### src/rtl/uart_rx_pkg.sv
// Package: shared codes and the threshold decode for the UART receive path.
// Assumes the threshold code is two bits wide.
package uart_rx_pkg;

    localparam logic [3:0] IID_NONE    = 4'b0001;
    localparam logic [3:0] IID_RX_DATA = 4'b0100;
    localparam logic [3:0] IID_TIMEOUT = 4'b1100;

    // Map a threshold code onto a byte count.
    function automatic int unsigned trig_level(input logic [1:0] code);
        case (code)
            2'b00:   return 1;
            2'b01:   return 4;
            2'b10:   return 8;
            default: return 14;
        endcase
    endfunction

endpackage

### src/rtl/uart_rx_queue.sv
// Receive byte queue: circular store with read/write pointers and a fill count.
// Assumes the caller never pushes beyond DEPTH and never pops when empty;
// a flush empties the queue and overrides push and pop.
module uart_rx_queue #(
    parameter int DW    = 8,
    parameter int DEPTH = 16,
    localparam int AW   = (DEPTH > 1) ? $clog2(DEPTH) : 1,
    localparam int CW   = $clog2(DEPTH + 1)
) (
    input  logic          clk,
    input  logic          rst_n,
    input  logic          flush,
    input  logic          push,
    input  logic [DW-1:0] push_data,
    input  logic          pop,
    output logic [DW-1:0] head_data,
    output logic [CW-1:0] count
);

    logic [DW-1:0] store [DEPTH];
    logic [AW-1:0] wr_ptr;
    logic [AW-1:0] rd_ptr;

    // Advance a pointer with wrap at DEPTH.
    function automatic logic [AW-1:0] next_ptr(input logic [AW-1:0] p);
        return (p == AW'(DEPTH - 1)) ? '0 : p + 1'b1;
    endfunction

    // Write the arriving byte into its slot.
    always_ff @(posedge clk) begin
        if (push && !flush) begin
            store[wr_ptr] <= push_data;
        end
    end

    // Maintain pointers and fill count.
    always_ff @(posedge clk) begin
        if (!rst_n || flush) begin
            wr_ptr <= '0;
            rd_ptr <= '0;
            count  <= '0;
        end else begin
            if (push) wr_ptr <= next_ptr(wr_ptr);
            if (pop)  rd_ptr <= next_ptr(rd_ptr);
            case ({push, pop})
                2'b10:   count <= count + 1'b1;
                2'b01:   count <= count - 1'b1;
                default: count <= count;
            endcase
        end
    end

    // Present the oldest byte, or zero when nothing is stored.
    always_comb begin
        head_data = (count != '0) ? store[rd_ptr] : '0;
    end

    assert_count_bound_R12: assert property (@(posedge clk) disable iff (!rst_n)
        count <= CW'(DEPTH));

    assert_pop_decrements_R2: assert property (@(posedge clk) disable iff (!rst_n)
        (pop && !push && !flush) |=> (count == $past(count) - 1'b1));

    assert_flush_empties_R7: assert property (@(posedge clk) disable iff (!rst_n)
        flush |=> (count == '0));

endmodule

### src/rtl/uart_rx_timeout.sv
// Character time-out detector: counts quiet cycles while data is held.
// Assumes 'armed' is true only in FIFO mode with data stored; 'clear'
// covers reads, flushes and disarming; 'activity' is any push.
module uart_rx_timeout #(
    parameter int CHAR_CYCLES = 16,
    localparam int LIMIT      = 4 * CHAR_CYCLES,
    localparam int TW         = $clog2(LIMIT)
) (
    input  logic clk,
    input  logic rst_n,
    input  logic armed,
    input  logic clear,
    input  logic activity,
    output logic to_flag
);

    logic [TW-1:0] quiet_cnt;

    // Count quiet cycles and raise the flag on the last one of the window.
    always_ff @(posedge clk) begin
        if (!rst_n || clear) begin
            quiet_cnt <= '0;
            to_flag   <= 1'b0;
        end else if (activity) begin
            quiet_cnt <= '0;
        end else if (!to_flag) begin
            if (quiet_cnt == TW'(LIMIT - 1)) begin
                to_flag <= 1'b1;
            end else begin
                quiet_cnt <= quiet_cnt + 1'b1;
            end
        end
    end

    assert_to_needs_data_R8: assert property (@(posedge clk) disable iff (!rst_n)
        to_flag |-> armed);

    assert_to_rises_when_armed_R8: assert property (@(posedge clk) disable iff (!rst_n)
        $rose(to_flag) |-> $past(armed) && !$past(activity));

    assert_read_clears_to_R10: assert property (@(posedge clk) disable iff (!rst_n)
        clear |=> !to_flag);

endmodule

### src/rtl/uart_rx_irq.sv
// Interrupt encoder: derives the data condition from fill count and mode,
// merges it with the time-out flag, and forms the identification code.
// Assumes count never exceeds the queue depth.
module uart_rx_irq #(
    parameter int CW = 5
) (
    input  logic          clk,
    input  logic          rst_n,
    input  logic          fifo_en,
    input  logic [1:0]    trig_code,
    input  logic [CW-1:0] count,
    input  logic          to_flag,
    output logic          irq,
    output logic [3:0]    iid,
    output logic          dma_req
);
    import uart_rx_pkg::*;

    logic rx_cond;

    // Data condition: threshold in FIFO mode, occupancy otherwise.
    always_comb begin
        if (fifo_en) begin
            rx_cond = (32'(count) >= trig_level(trig_code));
        end else begin
            rx_cond = (count != '0);
        end
    end

    // Priority-encode the pending source.
    always_comb begin
        if (rx_cond)      iid = IID_RX_DATA;
        else if (to_flag) iid = IID_TIMEOUT;
        else              iid = IID_NONE;
    end

    // Drive the shared interrupt line and the DMA request.
    always_comb begin
        irq     = rx_cond || to_flag;
        dma_req = rx_cond;
    end

    assert_irq_has_code_R9: assert property (@(posedge clk) disable iff (!rst_n)
        irq |-> !iid[0]);

    assert_idle_code_R9: assert property (@(posedge clk) disable iff (!rst_n)
        !irq |-> (iid == IID_NONE));

    assert_dma_implies_irq_R11: assert property (@(posedge clk) disable iff (!rst_n)
        dma_req |-> irq && (count != '0));

endmodule

### src/rtl/uart_rx_fifo_irq.sv
// UART receive FIFO and interrupt logic, top level.
// Holds the FIFO control state (enable, threshold) and the sticky overrun
// flag, gates pushes by mode capacity, and ties queue, time-out detector
// and interrupt encoder together. Assumes rx_valid is a one-cycle pulse
// per character and that read strobes are one cycle per access.
module uart_rx_fifo_irq #(
    parameter int DW          = 8,
    parameter int DEPTH       = 16,
    parameter int CHAR_CYCLES = 16,
    localparam int CW         = $clog2(DEPTH + 1)
) (
    input  logic          clk,
    input  logic          rst_n,
    input  logic          rx_valid,
    input  logic [DW-1:0] rx_data,
    input  logic          rbr_rd,
    output logic [DW-1:0] rbr_data,
    input  logic          lsr_rd,
    input  logic          ctl_wr,
    input  logic          ctl_fifo_en,
    input  logic [1:0]    ctl_trig,
    output logic          data_ready,
    output logic          overrun,
    output logic          irq,
    output logic [3:0]    iid,
    output logic          dma_req
);

    logic          fifo_en;
    logic [1:0]    trig_code;
    logic [CW-1:0] count;
    logic [CW-1:0] capacity;
    logic          flush;
    logic          push;
    logic          pop;
    logic          drop;
    logic          to_flag;
    logic          to_armed;
    logic          to_clear;

    // Decode control writes, capacity and the queue handshakes.
    always_comb begin
        flush    = ctl_wr && (ctl_fifo_en != fifo_en);
        capacity = fifo_en ? CW'(DEPTH) : CW'(1);
        push     = rx_valid && !flush && (count < capacity);
        drop     = rx_valid && !flush && (count >= capacity);
        pop      = rbr_rd && !flush && (count != '0);
        to_armed = fifo_en && (count != '0);
        to_clear = flush || pop || !to_armed;
    end

    // Hold the FIFO enable and threshold; the threshold needs FIFO mode first.
    always_ff @(posedge clk) begin
        if (!rst_n) begin
            fifo_en   <= 1'b0;
            trig_code <= 2'b00;
        end else if (ctl_wr) begin
            fifo_en <= ctl_fifo_en;
            if (fifo_en && ctl_fifo_en) begin
                trig_code <= ctl_trig;
            end
        end
    end

    // Sticky overrun: set on a dropped byte, cleared by a status read.
    always_ff @(posedge clk) begin
        if (!rst_n) begin
            overrun <= 1'b0;
        end else if (drop) begin
            overrun <= 1'b1;
        end else if (lsr_rd) begin
            overrun <= 1'b0;
        end
    end

    uart_rx_queue #(
        .DW    (DW),
        .DEPTH (DEPTH)
    ) u_queue (
        .clk       (clk),
        .rst_n     (rst_n),
        .flush     (flush),
        .push      (push),
        .push_data (rx_data),
        .pop       (pop),
        .head_data (rbr_data),
        .count     (count)
    );

    uart_rx_timeout #(
        .CHAR_CYCLES (CHAR_CYCLES)
    ) u_timeout (
        .clk      (clk),
        .rst_n    (rst_n),
        .armed    (to_armed),
        .clear    (to_clear),
        .activity (push),
        .to_flag  (to_flag)
    );

    uart_rx_irq #(
        .CW (CW)
    ) u_irq (
        .clk       (clk),
        .rst_n     (rst_n),
        .fifo_en   (fifo_en),
        .trig_code (trig_code),
        .count     (count),
        .to_flag   (to_flag),
        .irq       (irq),
        .iid       (iid),
        .dma_req   (dma_req)
    );

    // Expose occupancy as the data-ready status bit.
    always_comb begin
        data_ready = (count != '0);
    end

    assert_trig_locked_R6: assert property (@(posedge clk) disable iff (!rst_n)
        (ctl_wr && !fifo_en) |=> (trig_code == $past(trig_code)));

    assert_nonfifo_single_R4: assert property (@(posedge clk) disable iff (!rst_n)
        !fifo_en |-> (count <= CW'(1)));

    assert_drop_sets_overrun_R12: assert property (@(posedge clk) disable iff (!rst_n)
        (rx_valid && !flush && (count == capacity)) |=> overrun);

    assert_ready_tracks_data_R3: assert property (@(posedge clk) disable iff (!rst_n)
        (pop && !push && !flush && (count == CW'(1))) |=> !data_ready);

endmodule

### config.mk
export PLATFORM = sky130hd
export DESIGN_NAME = uart_rx_fifo_irq
export DESIGN_NICKNAME = d
export VERILOG_FILES = /design/src/rtl/uart_rx_pkg.sv /design/src/rtl/uart_rx_queue.sv /design/src/rtl/uart_rx_timeout.sv /design/src/rtl/uart_rx_irq.sv /design/src/rtl/uart_rx_fifo_irq.sv
export SDC_FILE = /design/constraint.sdc
export NUM_CORES = 1
export LEC_CHECK = 0
export BUFFER_PORTS_ARGS = -buffer_cell sky130_fd_sc_hd__buf_2
export CAP_MARGIN = 40
export CORE_UTILIZATION = 50
export DETAILED_ROUTE_END_ITERATION = 12
export GPL_TIMING_DRIVEN = 1
export PLACE_DENSITY = 0.68
export RECOVER_POWER = 25
export REMOVE_ABC_BUFFERS = 1
export SLEW_MARGIN = 0
export SYNTH_ARGS = -nofsm -noshare
export SYNTH_HDL_FRONTEND = slang
export SYNTH_SLANG_ARGS = --single-unit
### constraint.sdc
create_clock -name clk -period 2.9 [get_ports clk]
set_input_delay 0.29 -clock clk [delete_from_list [all_inputs] [get_ports clk]]
set_output_delay 0.29 -clock clk [all_outputs]
set_load 0.005 [all_outputs]
=== Yosys cells after proc, flatten, opt, wreduce, memory -nomap -nowiden ===
Memories as Yosys holds them, arrays and structs flattened. A register that Yosys moved wholly into a read port is not among the register bits.
Index checks and enable logic that the tools add are counted.

* Add/sub/neg operators: 5
* Order comparisons: 3
* Equality and inequality tests: 8
* Mux-type cells: 18
* Bitwise operators: 2
* Reductions and logical operators: 24

{| class="wikitable"
|+ Operator list
! kind !! number
|-
| 5-bit by 32-bit greater-or-equal comparator with 1-bit output || 1
|-
| 32-bit 2-to-1 mux || 1
|-
| 4-bit 2-to-1 mux || 6
|-
| 4-bit one-hot mux with 3 select lines || 1
|-
| 5-bit one-hot mux with 2 select lines || 1
|-
| 1-bit logical AND || 9
|-
| 4-bit by 1-bit adder with 4-bit output (second input constant) || 2
|-
| 4-bit == test (second input constant) || 2
|-
| 8-bit 2-to-1 mux || 1
|-
| 1-bit 2-to-1 mux || 7
|-
| 6-bit by 1-bit adder with 6-bit output (second input constant) || 1
|-
| 6-bit == test (second input constant) || 1
|-
| 5-bit by 1-bit adder with 5-bit output (second input constant) || 1
|-
| 5-bit greater-or-equal comparator || 1
|-
| 1-bit logical OR || 5
|-
| 5-bit less-than comparator || 1
|-
| 5-bit 2-to-1 mux || 1
|-
| 5-bit nonzero test || 1
|-
| 5-bit by 1-bit subtractor with 5-bit output (second input constant) || 1
|-
| 2-bit by 1-bit == test with 1-bit output (second input constant) || 2
|-
| 2-bit == test (second input constant) || 2
|-
| 2-bit AND reduction || 2
|-
| 2-bit nonzero test || 2
|-
| 1-bit logical NOT || 3
|-
| 4 further kinds || 5
|}

* Bits in registers: 24
* Memory bits (writable): 128
* Bits of input ports: 17
* Output and inout port bits: 16
* Word-level logic and storage cells: 69
* Memories kept: 1

{| class="wikitable"
|+ Memories
! memory !! words !! bits a word !! read ports !! clocked after Yosys merged registers in !! write ports !! line !! RTL
|-
| u_queue.store || 16 || 8 || 1 || 1 || 1 || uart_rx_queue.sv:20 || <nowiki>logic [DW-1:0] store [DEPTH];</nowiki>
|}

=== Longest topological paths before layout ===
Gate-level depths: netlist of the first run.

* Depth in word-level cells: 9
* Mapped depth: 13
* Mapped depth without buffers: 12

=== By module ===
A second synthesis of the first run with hierarchy kept.

* Cells, all modules: 421
* Area total of the unflattened synthesis: 6,880.3 sq um

{| class="wikitable"
|+ Modules (own cells, without submodules)
! module !! instances !! cells an instance !! area each (sq um) !! seq. area each (sq um)
|-
| uart_rx_queue || 1 || 315 || 5,997.0 || 4,184.0
|-
| uart_rx_timeout || 1 || 43 || 387.9 || 140.1
|-
| uart_rx_fifo_irq || 1 || 34 || 285.3 || 80.1
|-
| uart_rx_irq || 1 || 29 || 210.2 || 0.0
|}

=== Worst setup path before layout of the first run ===
OpenSTA, ideal clock, no wires.

* Path type: register to register
* Start point: register fifo_en
* End point: register u_queue.count[2]
* Library setup time: 0.071 ns
* Arrival: 3.082 ns
* Data required time: 2.829 ns
* Path slack: -0.253 ns
* Stages on the path, launching flop included: 14
* Buffers on the path: 1
* Period minus slack after synthesis: 3.153 ns
* Path through: dfxtp_1 > inv_1 > ha_1 > or4b_4 > a211oi_4 > inv_1 > ha_1 > clkbuf_1 > xor2_1 > ha_1 > a21oi_1 > xor2_1 > or3_1 > a21oi_1

* Cells in the longest elaborated chain, start to end: 7
* Elaborated cells between the ends (all ways): 14
* Classes of those cells: 1 x order compare; 3 x eq/ne; 2 x mux; 8 x reduce/logical

{| class="wikitable"
|+ Ends and longest elaborated chain
! what !! line !! RTL
|-
| start: declaration || uart_rx_fifo_irq.sv:29 || <nowiki>logic fifo_en;</nowiki>
|-
| start signal: assignment || uart_rx_fifo_irq.sv:58 || <nowiki>fifo_en <= ctl_fifo_en;</nowiki>
|-
| parallel branches: the longest is 7 deep, another holds 5-bit less-than comparator || n/a ||
|-
| end signal: assignment || uart_rx_queue.sv:46 || <nowiki>2'b10: count <= count + 1'b1;</nowiki>
|-
| end signal: assignment || uart_rx_queue.sv:47 || <nowiki>2'b01: count <= count - 1'b1;</nowiki>
|-
| end signal: assignment || uart_rx_queue.sv:48 || <nowiki>default: count <= count;</nowiki>
|-
| end: declaration || uart_rx_queue.sv:17 || <nowiki>output logic [CW-1:0] count</nowiki>
|}

Several ways; the timed one is not identified.
A chain may end at the register's enable or synchronous reset.

=== Final worst setup path of the first run ===
* Start point: register fifo_en
* End point: register u_queue.count[4]

The elaborated chain is that of the path after synthesis.

==> summary.txt, run 1 <==
Placement
  – HPWL after DPL: 8439 um
  – RePlAce Congestion: 0.7878
  – Port Buffer Count: 31
  – Post-placement setup slack: 0.09292 ns

Floorplan
  – Die width: around 120 um
  – Cell Rows: 41
  – Die Area: 13730 um^2
  – Die H: ~120 um
  – Core area: 12770 um^2
  – # IOs: 33
  – Initial Util: 0.5191

STA
  – Unrepaired setup endpoints after global routing: false
  – Final worst path period share: 0.9392
  – Final Setup Violations: 0
  – F_max: 0.3672 GHz
  – Final hold vios: 0
  – Fin Hold WS: 0.1401 ns
  – Final min period: 2.724 ns
  – Worst setup margin: roughly 0.18 ns
  – Final Slew Violations: 0
  – Worst slew pin tran: approximately 0.7 ns
  – Worst Skew: 0.008028 ns
  – Setup TNS: 0 ns
  – Relative slew slack: 0.5375

Yosys
  – Asr flop ratio synth: 0
  – Yosys cell types: 49
  – Mapped Cells: 421
  – Syn. warnings: 0
  – Number of flops mapped to enable cells by yosys: roughly 130
  – Syn Area/Cell: around 16 um^2
  – #FFs+latches synth: 156
  – Top_reg_cell synth: edfxtp_1
  – Sequential fraction of the synthesis area: 0.6643
  – Area of the mapped netlist: ~6600 um^2

Power
  – Internal: 0.004267 W
  – Switching fraction of total power: 0.2454
  – Pwr/cell area: 731.9 nW/um^2
  – Switching power total: 0.001387 W
  – Combinational power share: 0.166
  – Static Leak: 2.614 nW
  – Clock power share: 0.386
  – VDD IR max: 0.0003805 V
  – Seq pwr share: 0.448

Drt
  – Via-per-instance ratio: 5.612
  – Total number of vias: between 3000 and 4000
  – DR iter-0 viols: 267
  – Wire per inst: 19.05 um
  – 1st-pass router iterations: 4
  – Drt drc: 0
  – Final antenna-violating net count: 0
  – Total Routed Length: 12670 um

Critical path
  – Crit Path Category: reg -> reg
  – RR Startpoint: fifo_en$_SDFFE_PN0P_
  – CP Launch Type: flop
  – Crit Path Max Fanout: 6
  – Crit path capture type: flop
  – Worst Path Required: 3.20 ns
  – Setup crit start: fifo_en$_SDFFE_PN0P_
  – CP arrival: 3.02 ns

GRT
  – Met1 global-route usage: 0.2488
  – Vias in the first global route: 3738
  – Most used routing layer in global routing: met2
  – Met3 GRT Util: 0.06282
  – Initial antenna violation count: 0
  – Met2 Use GR: 0.3502
  – Global-route wire length before repair: around 20000 um
  – Global Route Usage Sum: 0.2051
  – Largest net degree at the start of global routing: 22
  – Total grt overflow: 0

Finish
  – # diodes: 0
  – Syn-to-layout area delta: 16.51%
  – Most frequent cells in the layout: edfxtp_1, buf_4, mux4_2
  – Filler instances: between 900 and 1000
  – Final #Nets: 513
  – Layout cells sized above 1: 0.2617
  – Leading cell type in the layout, fill and taps excluded: edfxtp_1

Run
  – Max-Cap Viols: 0

Clocking
  – CTS Sinks: 156
  – CTS tree: done
  – CTS Root Cell: clkbuf_16
  – Clk_lat worst skew: ~0.42 ns
  – Setup Buffers After CTS: 0
  – Num CTS Buffers: 17
  – CTS Hold Bufs: 0
  – Worst-path clk slew: 0.06 ns
  – Clk buf depth: 2
  – Htree depth: 4

Hold path
  – Hold Path Class: in -> reg
  – Hold path start: rst_n

Outcome
  – Status: finished, final reports clean
==> routing by layer <==
metal,vias to the layer above,share of wire
met1,1869,0.42
met4,0,0.013
met3,15,0.050
met2,93,0.51
met5,-,0
li1,1755,-
==> state kept, by name (all words and copies together), names as in the netlist, named ones only <==
signal	flops
u_timeout.to_flag	1
u_queue.store	128
u_queue.count	5
overrun	1
u_queue.wr_ptr	4
fifo_en	1
u_queue.rd_ptr	4
u_timeout.quiet_cnt	6
trig_code	2
==> critical path, cell delays in order, from the launching register on <==
cell      delay [ns]
dfxtp_1         0.31
buf_4           0.15
ha_1            0.33
a21bo_2         0.26
a211oi_4        0.22
inv_1           0.08
ha_1            0.22
xor2_1          0.14
ha_1            0.22
a21oi_4         0.06
a32oi_1         0.31
mux2i_1         0.23
nand3_1         0.08
==> synth_stat cells (all sizes together), types with 2 or more instances <==
| library cell | n | area share |
|---|---|---|
| mux2i | 16 | 0.024 |
| dfxtp | 28 | 0.085 |
| a211oi | 19 | 0.023 |
| xor2 | 4 | 0.0053 |
| ha | 16 | 0.030 |
| o21ai | 7 | 0.0053 |
| mux4 | 32 | 0.11 |
| nand2 | 22 | 0.012 |
| nor2 | 26 | 0.015 |
| clkbuf | 11 | 0.0062 |
| nand4b | 2 | 0.0026 |
| edfxtp | 128 | 0.58 |
| a31oi | 3 | 0.0028 |
| nand3 | 8 | 0.0060 |
| nor3 | 12 | 0.0091 |
| a21bo | 2 | 0.0030 |
| and2 | 2 | 0.0019 |
| inv | 12 | 0.0068 |
| a21o | 4 | 0.0045 |
| a21boi | 3 | 0.0034 |
| o211ai | 2 | 0.0023 |
| xnor2 | 2 | 0.0026 |
| nand2b | 7 | 0.0066 |
| buf | 13 | 0.011 |
| a32oi | 2 | 0.0026 |
| or4b | 2 | 0.0036 |
| nor2b | 11 | 0.010 |
| a21oi | 10 | 0.0075 |
==> power groups by stage <==
stage                     logic, W  registers, W  clock network, W
after floorplan           0.000541       0.00262                 0
after global placement    0.000918       0.00258                 0
after detailed placement  0.000941       0.00258                 0
after CTS                 0.000948       0.00253           0.00222
after global routing       0.00104       0.00254           0.00231
final                     0.000940       0.00253           0.00218
==> metrics by stage <==
step / cell area [um^2] / utilization / instances / power (W)
after floorplan: 6518 / - / 397 / 0.003160
after detailed placement: 7137 / 0.5587 / 633 / 0.003522
final: 7725 / 0.6048 / 665 / 0.005654
after global routing: 7725 / 0.6048 / 665 / 0.005884
after CTS: 7717 / 0.6042 / 665 / 0.005701
after global placement: 7137 / 0.5587 / 633 / 0.003494
==> final cells by class <==
cell class | count | area [um^2] | area share
clock buffers | 18 | 429.2 | 0.05556
clock inverters | 14 | 151.4 | 0.01960
inverters | 12 | 45.04 | 0.005831
multi-input cells | 229 | 2079 | 0.2692
flip-flops and latches | 156 | 4408 | 0.5706
well taps | 172 | 215.2 | 0.02786
repair buffers | 64 | 396.6 | 0.05134
==> path summary, 6_finish.rpt <==
kind	to	slack, ns	cells after the start
worst max-delay path	u_queue.count[4]$_SDFFE_PP0P_	0.18	12
worst min-delay path	overrun$_SDFFE_PN0P_	0.14	2
worst max register to register	u_queue.count[4]$_SDFFE_PP0P_	0.18	12
worst min register to register	u_timeout.quiet_cnt[1]$_SDFFE_PP0P_	0.51	2
==> kinds of logic after synthesis <==
group                      Yosys count  synth area share
muxes                               48            0.1329
buffers and inverters               36           0.02378
xor gates and xnor gates             6          0.007926
and+or+nand+nor                    100           0.07624
other                                1         0.0005656
DFF                                156            0.6643
adders and majority gates           16           0.03019
AOI/OAI and AO/OA                   58           0.06416
==> what timing repair did <==
action	CTS	global route
gates resized for setup	0	3
endpoints found under the setup margin	0	4
hold endpoints to repair	0	0
(Power assumes the default switching activity.)
==> run 2, diff against run 1 <==
- PLACE_DENSITY: 0.68 -> 0.7
- TNS_END_PERCENT: not set -> 50
==> run 2 against run 1 <==
Effect of this change:
- setup slack got worse by 0.024 ns
- cell count fell by 0.30%
- first-iteration DRC count rose by 0.37%
- flip-flop and latch count did not move
- combinational power barely moved
- global-route usage barely moved
- register-to-register slack got worse by 0.02 ns
- worst hold slack got worse by 0.0080 ns
- design area fell by 0.71%
- critical path depth did not move
- largest power group unchanged
==> summary.txt, run 2 (synthesis gave the netlist of run 1 again) <==
STA
  – F_max: 0.3640 GHz (was 0.3672 GHz)
  – Fin Hold WS: 0.1321 ns (was 0.1401 ns)
  – Final min period: 2.747 ns (was 2.724 ns)
  – Final worst path period share: 0.9474 (was 0.9392)
  – Final Slew Violations: 0 (unchanged)
  – Final hold vios: 0 (unchanged)
  – Worst Skew: 0.007037 ns (was 0.008028 ns)
  – Worst slew pin tran: 0.7237 ns (was 0.6937 ns)
  – Final Setup Violations: 0 (unchanged)
  – Relative slew slack: 0.5168 (was 0.5375)
  – Setup TNS: 0 ns (unchanged)

Hold path
  – Hold Path Stages: 3 (was 2)
  – Worst hold path endpoint: trig_code[1]$_SDFFE_PN0P_ (was overrun$_SDFFE_PN0P_)
  – Hold Path Class: in -> reg (unchanged)
  – Hold path start: ctl_trig[1] (was rst_n)

Clocking
  – Num CTS Buffers: 17 (unchanged)
  – Clk buf depth: 2 (unchanged)
  – CTS tree: done (unchanged)
  – CTS Root Cell: clkbuf_16 (unchanged)
  – CTS Hold Bufs: 0 (unchanged)
  – Worst-path clk slew: 0.06 ns (about the same)
  – Clk_lat worst skew: 0.42 ns (about the same)
  – CTS Sinks: 156 (unchanged)
  – Htree depth: 4 (unchanged)

Run
  – Max-Cap Viols: 0 (unchanged)

GRT
  – Total grt overflow: 0 (unchanged)
  – Global Route Usage Sum: 0.2053 (was 0.2051)
  – Largest net degree at the start of global routing: 33 (was 22)
  – Vias in the first global route: 3940 (was 3738)
  – Global-route wire length before repair: 20200 um (was 19820 um)
  – Initial antenna violation count: 0 (unchanged)

Critical path
  – Most used cell along the critical path: ha_1 (unchanged)
  – Setup crit start: fifo_en$_SDFFE_PN0P_ (unchanged)
  – RR Startpoint: fifo_en$_SDFFE_PN0P_ (unchanged)
  – R2R depth: 12 (unchanged)
  – Sequence of cells on the critical path: inv_1, ha_1, or4b_4, a211oi_4, inv_1, ha_1, xor2_1, ha_1, a21oi_4, xor2_1, or3_1, a21oi_2 (was buf_4, ha_1, a21bo_2, a211oi_4, inv_1, ha_1, xor2_1, ha_1, a21oi_4, a32oi_1, mux2i_1, nand3_1)
  – Crit-path max cell delay: 0.48 ns (was 0.33 ns)
  – Crit path capture type: flop (unchanged)
  – Crit Path Category: reg -> reg (unchanged)
  – Worst path bufs/invs: 2 (unchanged)
  – Family with the most delay on the worst path: simple AND/OR/NAND/NOR gates (was compound AO/OA/AOI/OAI gates)
  – FF-to-FF setup slack: 0.15 ns (was 0.18 ns)
  – CP arrival: 3.10 ns (was 3.02 ns)
  – CP Launch Type: flop (unchanged)
  – Reg2Reg Capture Point: u_queue.count[2]$_SDFFE_PP0P_ (was u_queue.count[4]$_SDFFE_PP0P_)
  – Worst Path Required: 3.26 ns (was 3.20 ns)
  – Crit-path slowest cell: or4b_4 (was ha_1)
  – Crit Path Max Fanout: 4 (was 6)

Drt
  – Total Routed Length: 12500 um (was 12670 um)
  – DR iter-0 viols: 268 (was 267)
  – 1st-pass router iterations: 4 (unchanged)
  – Final antenna-violating net count: 0 (unchanged)
  – Drt drc: 0 (unchanged)
  – Total number of vias: 3785 (was 3732)
  – Via-per-instance ratio: 5.709 (was 5.612)
  – Wire per inst: 18.85 um (was 19.05 um)

Floorplan
  – Initial Util: 0.5191 (unchanged)
  – # IOs: 33 (unchanged)
  – Cell Rows: 41 (unchanged)
  – Die width: 117.2 um (unchanged)
  – Core area: 12770 um^2 (unchanged)
  – Die H: 117.2 um (unchanged)
  – Die Area: 13730 um^2 (unchanged)

Power
  – VDD IR max: 0.0004657 V (was 0.0003805 V)
  – Static Leak: 2.563 nW (was 2.614 nW)
  – Total power: 0.005405 W (was 0.005654 W)
  – Pwr/cell area: 704.7 nW/um^2 (was 731.9 nW/um^2)

Finish
  – Leading cell type in the layout, fill and taps excluded: edfxtp_1 (unchanged)
  – Final #Nets: 512 (was 513)
  – Syn-to-layout area delta: 15.68% (was 16.51%)
  – Layout cells sized above 1: 0.2587 (was 0.2617)
  – Most frequent cells in the layout: edfxtp_1, mux4_2, buf_4 (was edfxtp_1, buf_4, mux4_2)
  – Max reg flops: 128 (unchanged)
  – Largest reg by FF count: u_queue.store (unchanged)
  – Biggest regs: u_queue.store: 128 flops, u_timeout.quiet_cnt: 6 flops, u_queue.count: 5 flops (unchanged)
  – # diodes: 0 (unchanged)

Outcome
  – Status: finished, final reports clean (unchanged)

Placement
  – HPWL after DPL: 8298 um (was 8439 um)
  – Port Buffer Count: 31 (unchanged)
  – RePlAce Congestion: 0.7982 (was 0.7878)
run 2: cell types whose count changed in the layout (fill, tap and decap cells not counted), moves of 2 or more:
cell,before,now
bufinv_16,3,0
buf_4,33,31
clkinv_2,5,3
clkbuf_1,6,9
clkinvlp_4,1,3
inv_6,1,3
run 2: area by class of cell:
class,count,area (um^2)
Inverter,12,45.04
Timing Repair Buffer,63,400.4
Clock inverter,11,71.32
Clock buffer,20,436.7
Tap cell,172,215.2
Sequential cell,156,4405
Fill cell,943,5104
Multi-Input combinational cell,229,2096
run 2: routing by layer:
| metal | global-route usage | part of all wire | vias up |
|---|---|---|---|
| met5 | 0 | 0 | - |
| met4 | 0.07004 | 0.013 | 0 |
| met3 | 0.04995 | 0.032 | 15 |
| met2 | 0.3604 | 0.52 | 69 |
| met1 | 0.2481 | 0.44 | 1944 |
| li1 | - | - | 1757 |
run 2: worst max-delay path by stage:
| stage | endpoint | slack [ns] | cells past startpoint |
|---|---|---|---|
| 2_1_floorplan | u_queue.count[2]$_SDFFE_PP0P_ | -0.17 | 12 |
| 3_3_place_gp | u_queue.count[2]$_SDFFE_PP0P_ | 0.14 | 12 |
| 3_5_place_dp | u_queue.count[2]$_SDFFE_PP0P_ | 0.02 | 12 |
| 4_1_cts | u_queue.count[2]$_SDFFE_PP0P_ | 0.09 | 12 |
| 5_1_grt | u_queue.count[2]$_SDFFE_PP0P_ | -0.005 | 12 |
| 6_report | u_queue.count[2]$_SDFFE_PP0P_ | 0.15 | 12 |
run 2: stage by stage:
stage / utilization / instances / worst slack [ns] / cell area [um^2]
after CTS: 0.5986 / 662 / 0.09249 / 7646
after detailed placement: 0.5585 / 631 / 0.02394 / 7134
after global placement: 0.5585 / 631 / 0.1389 / 7134
final: 0.6005 / 663 / 0.1526 / 7670
after global routing: 0.6005 / 663 / -0.005045 / 7670
after floorplan: - / 397 / -0.1749 / 6518
run 2: worst reg2reg max path, delay by kind of cell, from the launching register on:
family / cells / cell delay (ns)
AO/OA/AOI/OAI: 3 / 0.54
AND/OR/NAND/NOR: 2 / 0.81
buffers and inverters: 2 / 0.17
XOR/XNOR: 2 / 0.25
adder cells (fa/ha/maj): 3 / 0.60
flip-flops: 1 / 0.31
run 2: report_power, final:
group | total (W) | switching, W | internal [W]
combinational | 0.000941 | 0.000506 | 0.000435
clock | 0.00193 | 0.000847 | 0.00108
sequential | 0.00253 | 0.0000371 | 0.00250
total | 0.00541 | 0.00139 | 0.00401
run 2: repair_timing:
item / 4_1_cts / 5_1_grt
setup buffers: 0 / 1
gates resized for setup: 1 / 3
endpoints found under the setup margin: 1 / 1
hold endpoints to repair: 0 / 0
pin swaps: 0 / 1
cloned: 0 / 0
==> run 3, diff against run 2 <==
==> constraint.sdc (replaced) <==
create_clock -name clk -period 2.9 [get_ports clk]
set_input_delay 0.145 -clock clk [delete_from_list [all_inputs] [get_ports clk]]
set_output_delay 0.145 -clock clk [all_outputs]
set_load 0.005 [all_outputs]
==> run 3 against run 2 <==
Effect of this change:
- clock-buffer cell count shrank 1
- worst hold slack worse by 0.088 ns
- design area is 0.65% higher
- routed wire length down 2.4%
- maximum frequency decreased by 0.24%
- highest routed layer unchanged
- combinational power barely moved
- cell count grew 0.30%
- critical path type unchanged
- clock power rose by 11%
==> summary.txt, run 3 (synthesis gave the netlist of run 1 again) <==
Drt
  – Wire per inst: 18.34 um (was 18.85 um)
  – DR iter-0 viols: 276 (was 268)
  – Drt drc: 0 (unchanged)
  – Total Routed Length: 12190 um (was 12500 um)
  – 1st-pass router iterations: 4 (unchanged)
  – Final antenna-violating net count: 0 (unchanged)
  – Via-per-instance ratio: 5.588 (was 5.709)
  – Total number of vias: 3716 (was 3785)

Clocking
  – Clk buf depth: 2 (unchanged)
  – Num CTS Buffers: 17 (unchanged)
  – CTS Root Cell: clkbuf_16 (unchanged)
  – Htree depth: 4 (unchanged)
  – CTS Sinks: 156 (unchanged)
  – Clk_lat worst skew: 0.42 ns (about the same)
  – Worst-path clk slew: 0.06 ns (about the same)
  – CTS tree: done (unchanged)

GRT
  – Initial antenna violation count: 0 (unchanged)
  – Vias in the first global route: 3779 (was 3940)
  – Largest net degree at the start of global routing: 33 (unchanged)
  – Total grt overflow: 0 (unchanged)
  – Global Route Usage Sum: 0.1991 (was 0.2053)
  – Global-route wire length before repair: 19290 um (was 20200 um)

STA
  – Setup TNS: 0 ns (unchanged)
  – Relative slew slack: 0.5414 (was 0.5168)
  – Final min period: 2.754 ns (was 2.747 ns)
  – Worst setup margin: 0.1459 ns (was 0.1526 ns)
  – Final Setup Violations: 0 (unchanged)
  – Final hold vios: 0 (unchanged)
  – Worst Skew: 0.005753 ns (was 0.007037 ns)
  – Worst slew pin tran: 0.6864 ns (was 0.7237 ns)
  – F_max: 0.3631 GHz (was 0.3640 GHz)
  – Final worst path period share: 0.9497 (was 0.9474)
  – Unrepaired setup endpoints after global routing: false
  – Final Slew Violations: 0 (unchanged)

Critical path
  – Crit Path Category: reg -> reg (unchanged)
  – Family with the most delay on the worst path: compound AO/OA/AOI/OAI gates (was simple AND/OR/NAND/NOR gates)
  – CP arrival: 3.11 ns (was 3.10 ns)
  – CP Launch Type: flop (unchanged)
  – Most used cell along the critical path: ha_1 (unchanged)
  – Sequence of cells on the critical path: buf_4, ha_1, a21bo_2, a211oi_4, inv_1, ha_1, xor2_1, ha_1, a21oi_2, xor2_1, or3_1, a21oi_1 (was inv_1, ha_1, or4b_4, a211oi_4, inv_1, ha_1, xor2_1, ha_1, a21oi_4, xor2_1, or3_1, a21oi_2)
  – Crit Path Max Fanout: 6 (was 4)
  – Setup crit start: fifo_en$_SDFFE_PN0P_ (unchanged)
  – Crit-path slowest cell: ha_1 (was or4b_4)
  – Levels on crit path: 12 (unchanged)
  – Worst path bufs/invs: 2 (unchanged)
  – Crit-path max cell delay: 0.34 ns (was 0.48 ns)
  – FF-to-FF setup slack: 0.15 ns (about the same)
  – Last element of the critical path: u_queue.count[2]$_SDFFE_PP0P_ (unchanged)
  – R2R depth: 12 (unchanged)
  – Worst Path Required: 3.25 ns (was 3.26 ns)
  – Reg2Reg Capture Point: u_queue.count[2]$_SDFFE_PP0P_ (unchanged)
  – RR Startpoint: fifo_en$_SDFFE_PN0P_ (unchanged)
  – Crit path capture type: flop (unchanged)

Floorplan
  – Core area: 12770 um^2 (unchanged)
  – Die width: 117.2 um (unchanged)
  – Initial Util: 0.5191 (unchanged)
  – Die H: 117.2 um (unchanged)
  – Cell Rows: 41 (unchanged)
  – Die Area: 13730 um^2 (unchanged)
  – # IOs: 33 (unchanged)

Hold path
  – Hold Path Class: in -> reg (unchanged)
  – Hold Path Stages: 4 (was 3)

Power
  – VDD IR max: 0.0004432 V (was 0.0004657 V)
  – Static Leak: 2.593 nW (was 2.563 nW)
  – Pwr/cell area: 727.1 nW/um^2 (was 704.7 nW/um^2)

Finish
  – Max reg flops: 128 (unchanged)
  – Syn-to-layout area delta: 16.44% (was 15.68%)
  – Most frequent cells in the layout: edfxtp_1, mux4_2, buf_4 (unchanged)
  – Multi-input logic area: 2072 um^2 (was 2096 um^2)
  – FF/Latch Area: 4405 um^2 (unchanged)
  – Leading cell type in the layout, fill and taps excluded: edfxtp_1 (unchanged)
  – Filler instances: 944 (was 943)
  – Final #Nets: 512 (unchanged)
  – Largest reg by FF count: u_queue.store (unchanged)
  – Layout cells sized above 1: 0.2500 (was 0.2587)
  – Biggest regs: u_queue.store: 128 flops, u_timeout.quiet_cnt: 6 flops, u_queue.count: 5 flops (unchanged)

Placement
  – RePlAce Congestion: 0.8083 (was 0.7982)
  – Post-placement setup slack: 0.05919 ns (was 0.02394 ns)
  – HPWL after DPL: 8057 um (was 8298 um)
  – Port Buffer Count: 31 (unchanged)

Outcome
  – Status: finished, final reports clean (unchanged)

Run
  – Max-Cap Viols: 0 (unchanged)
run 3: cell types whose count changed in the layout (fill, tap and decap cells not counted), sizes merged:
cell,delta
buf,-4
inv,+2
bufinv,+2
diode,+1
dlygate4sd3,+3
clkinvlp,-2
run 3: worst reg2reg max path: cells and delay by family (launching register included):
kind / cells / cell delay, ns
buffers and inverters: 2 / 0.23
and+or+nand+nor: 1 / 0.32
adders and majority gates: 3 / 0.75
xor gates and xnor gates: 2 / 0.26
AOI/OAI and AO/OA: 4 / 0.84
DFF: 1 / 0.31
run 3: report_power, final:
group          switching (W)  leakage [nW]  internal [W]
registers          0.0000341          1.38       0.00250
clock network       0.000868         0.280       0.00127
logic               0.000506         0.933      0.000433
run 3: how the worst min path moves through the flow:
stage / startpoint / endpoint / slack, ns
final: rbr_rd / u_timeout.to_flag$_SDFFE_PP0N_ / 0.04
after global routing: ctl_fifo_en / fifo_en$_SDFFE_PN0P_ / 0.05
after CTS: rbr_rd / u_timeout.to_flag$_SDFFE_PP0N_ / 0.03
after detailed placement: ctl_trig[1] / trig_code[1]$_SDFFE_PN0P_ / 0.43
after global placement: rst_n / overrun$_SDFFE_PN0P_ / 0.42
after floorplan: rx_data[0] / u_queue.store[0][0]$_DFFE_PP_ / 0.24
run 3: layer usage:
layer / vias to the layer above / share of wire / track usage
li1: 1754 / - / -
met1: 1859 / 0.42 / 0.2314
met2: 87 / 0.52 / 0.3486
met3: 16 / 0.039 / 0.06179
met4: 0 / 0.017 / 0.07089
met5: - / 0 / 0
run 3: area by class of cell:
cell class | count | area share
multi-input cells | 229 | 0.2684
repair buffers | 63 | 0.05267
clock inverters | 13 | 0.01815
well taps | 172 | 0.02788
diodes | 1 | 0.0003241
clock buffers | 19 | 0.05608
flip-flops and latches | 156 | 0.5707
inverters | 12 | 0.005835
run 3: repair_timing:
action	in CTS	in global routing
hold endpoints to repair	3	0
buffers inserted	0	0
setup endpoints to repair	0	2
gates resized for setup	0	1
hold buffers	3	0
run 3: metrics by stage:
| stage | hold slack [ns] | cell area [um^2] | total power, W | std cells | utilization |
|---|---|---|---|---|---|
| 3_3_place_gp | 0.4168 | 7119 | 0.003497 | 629 | 0.5574 |
| 5_1_grt | 0.05026 | 7717 | 0.005847 | 664 | 0.6042 |
| 4_1_cts | 0.02797 | 7722 | 0.005677 | 664 | 0.6046 |
| 3_5_place_dp | 0.4255 | 7119 | 0.003520 | 629 | 0.5574 |
| 2_1_floorplan | 0.2439 | 6518 | 0.003160 | 397 | - |
| 6_report | 0.04442 | 7720 | 0.005613 | 665 | 0.6044 |
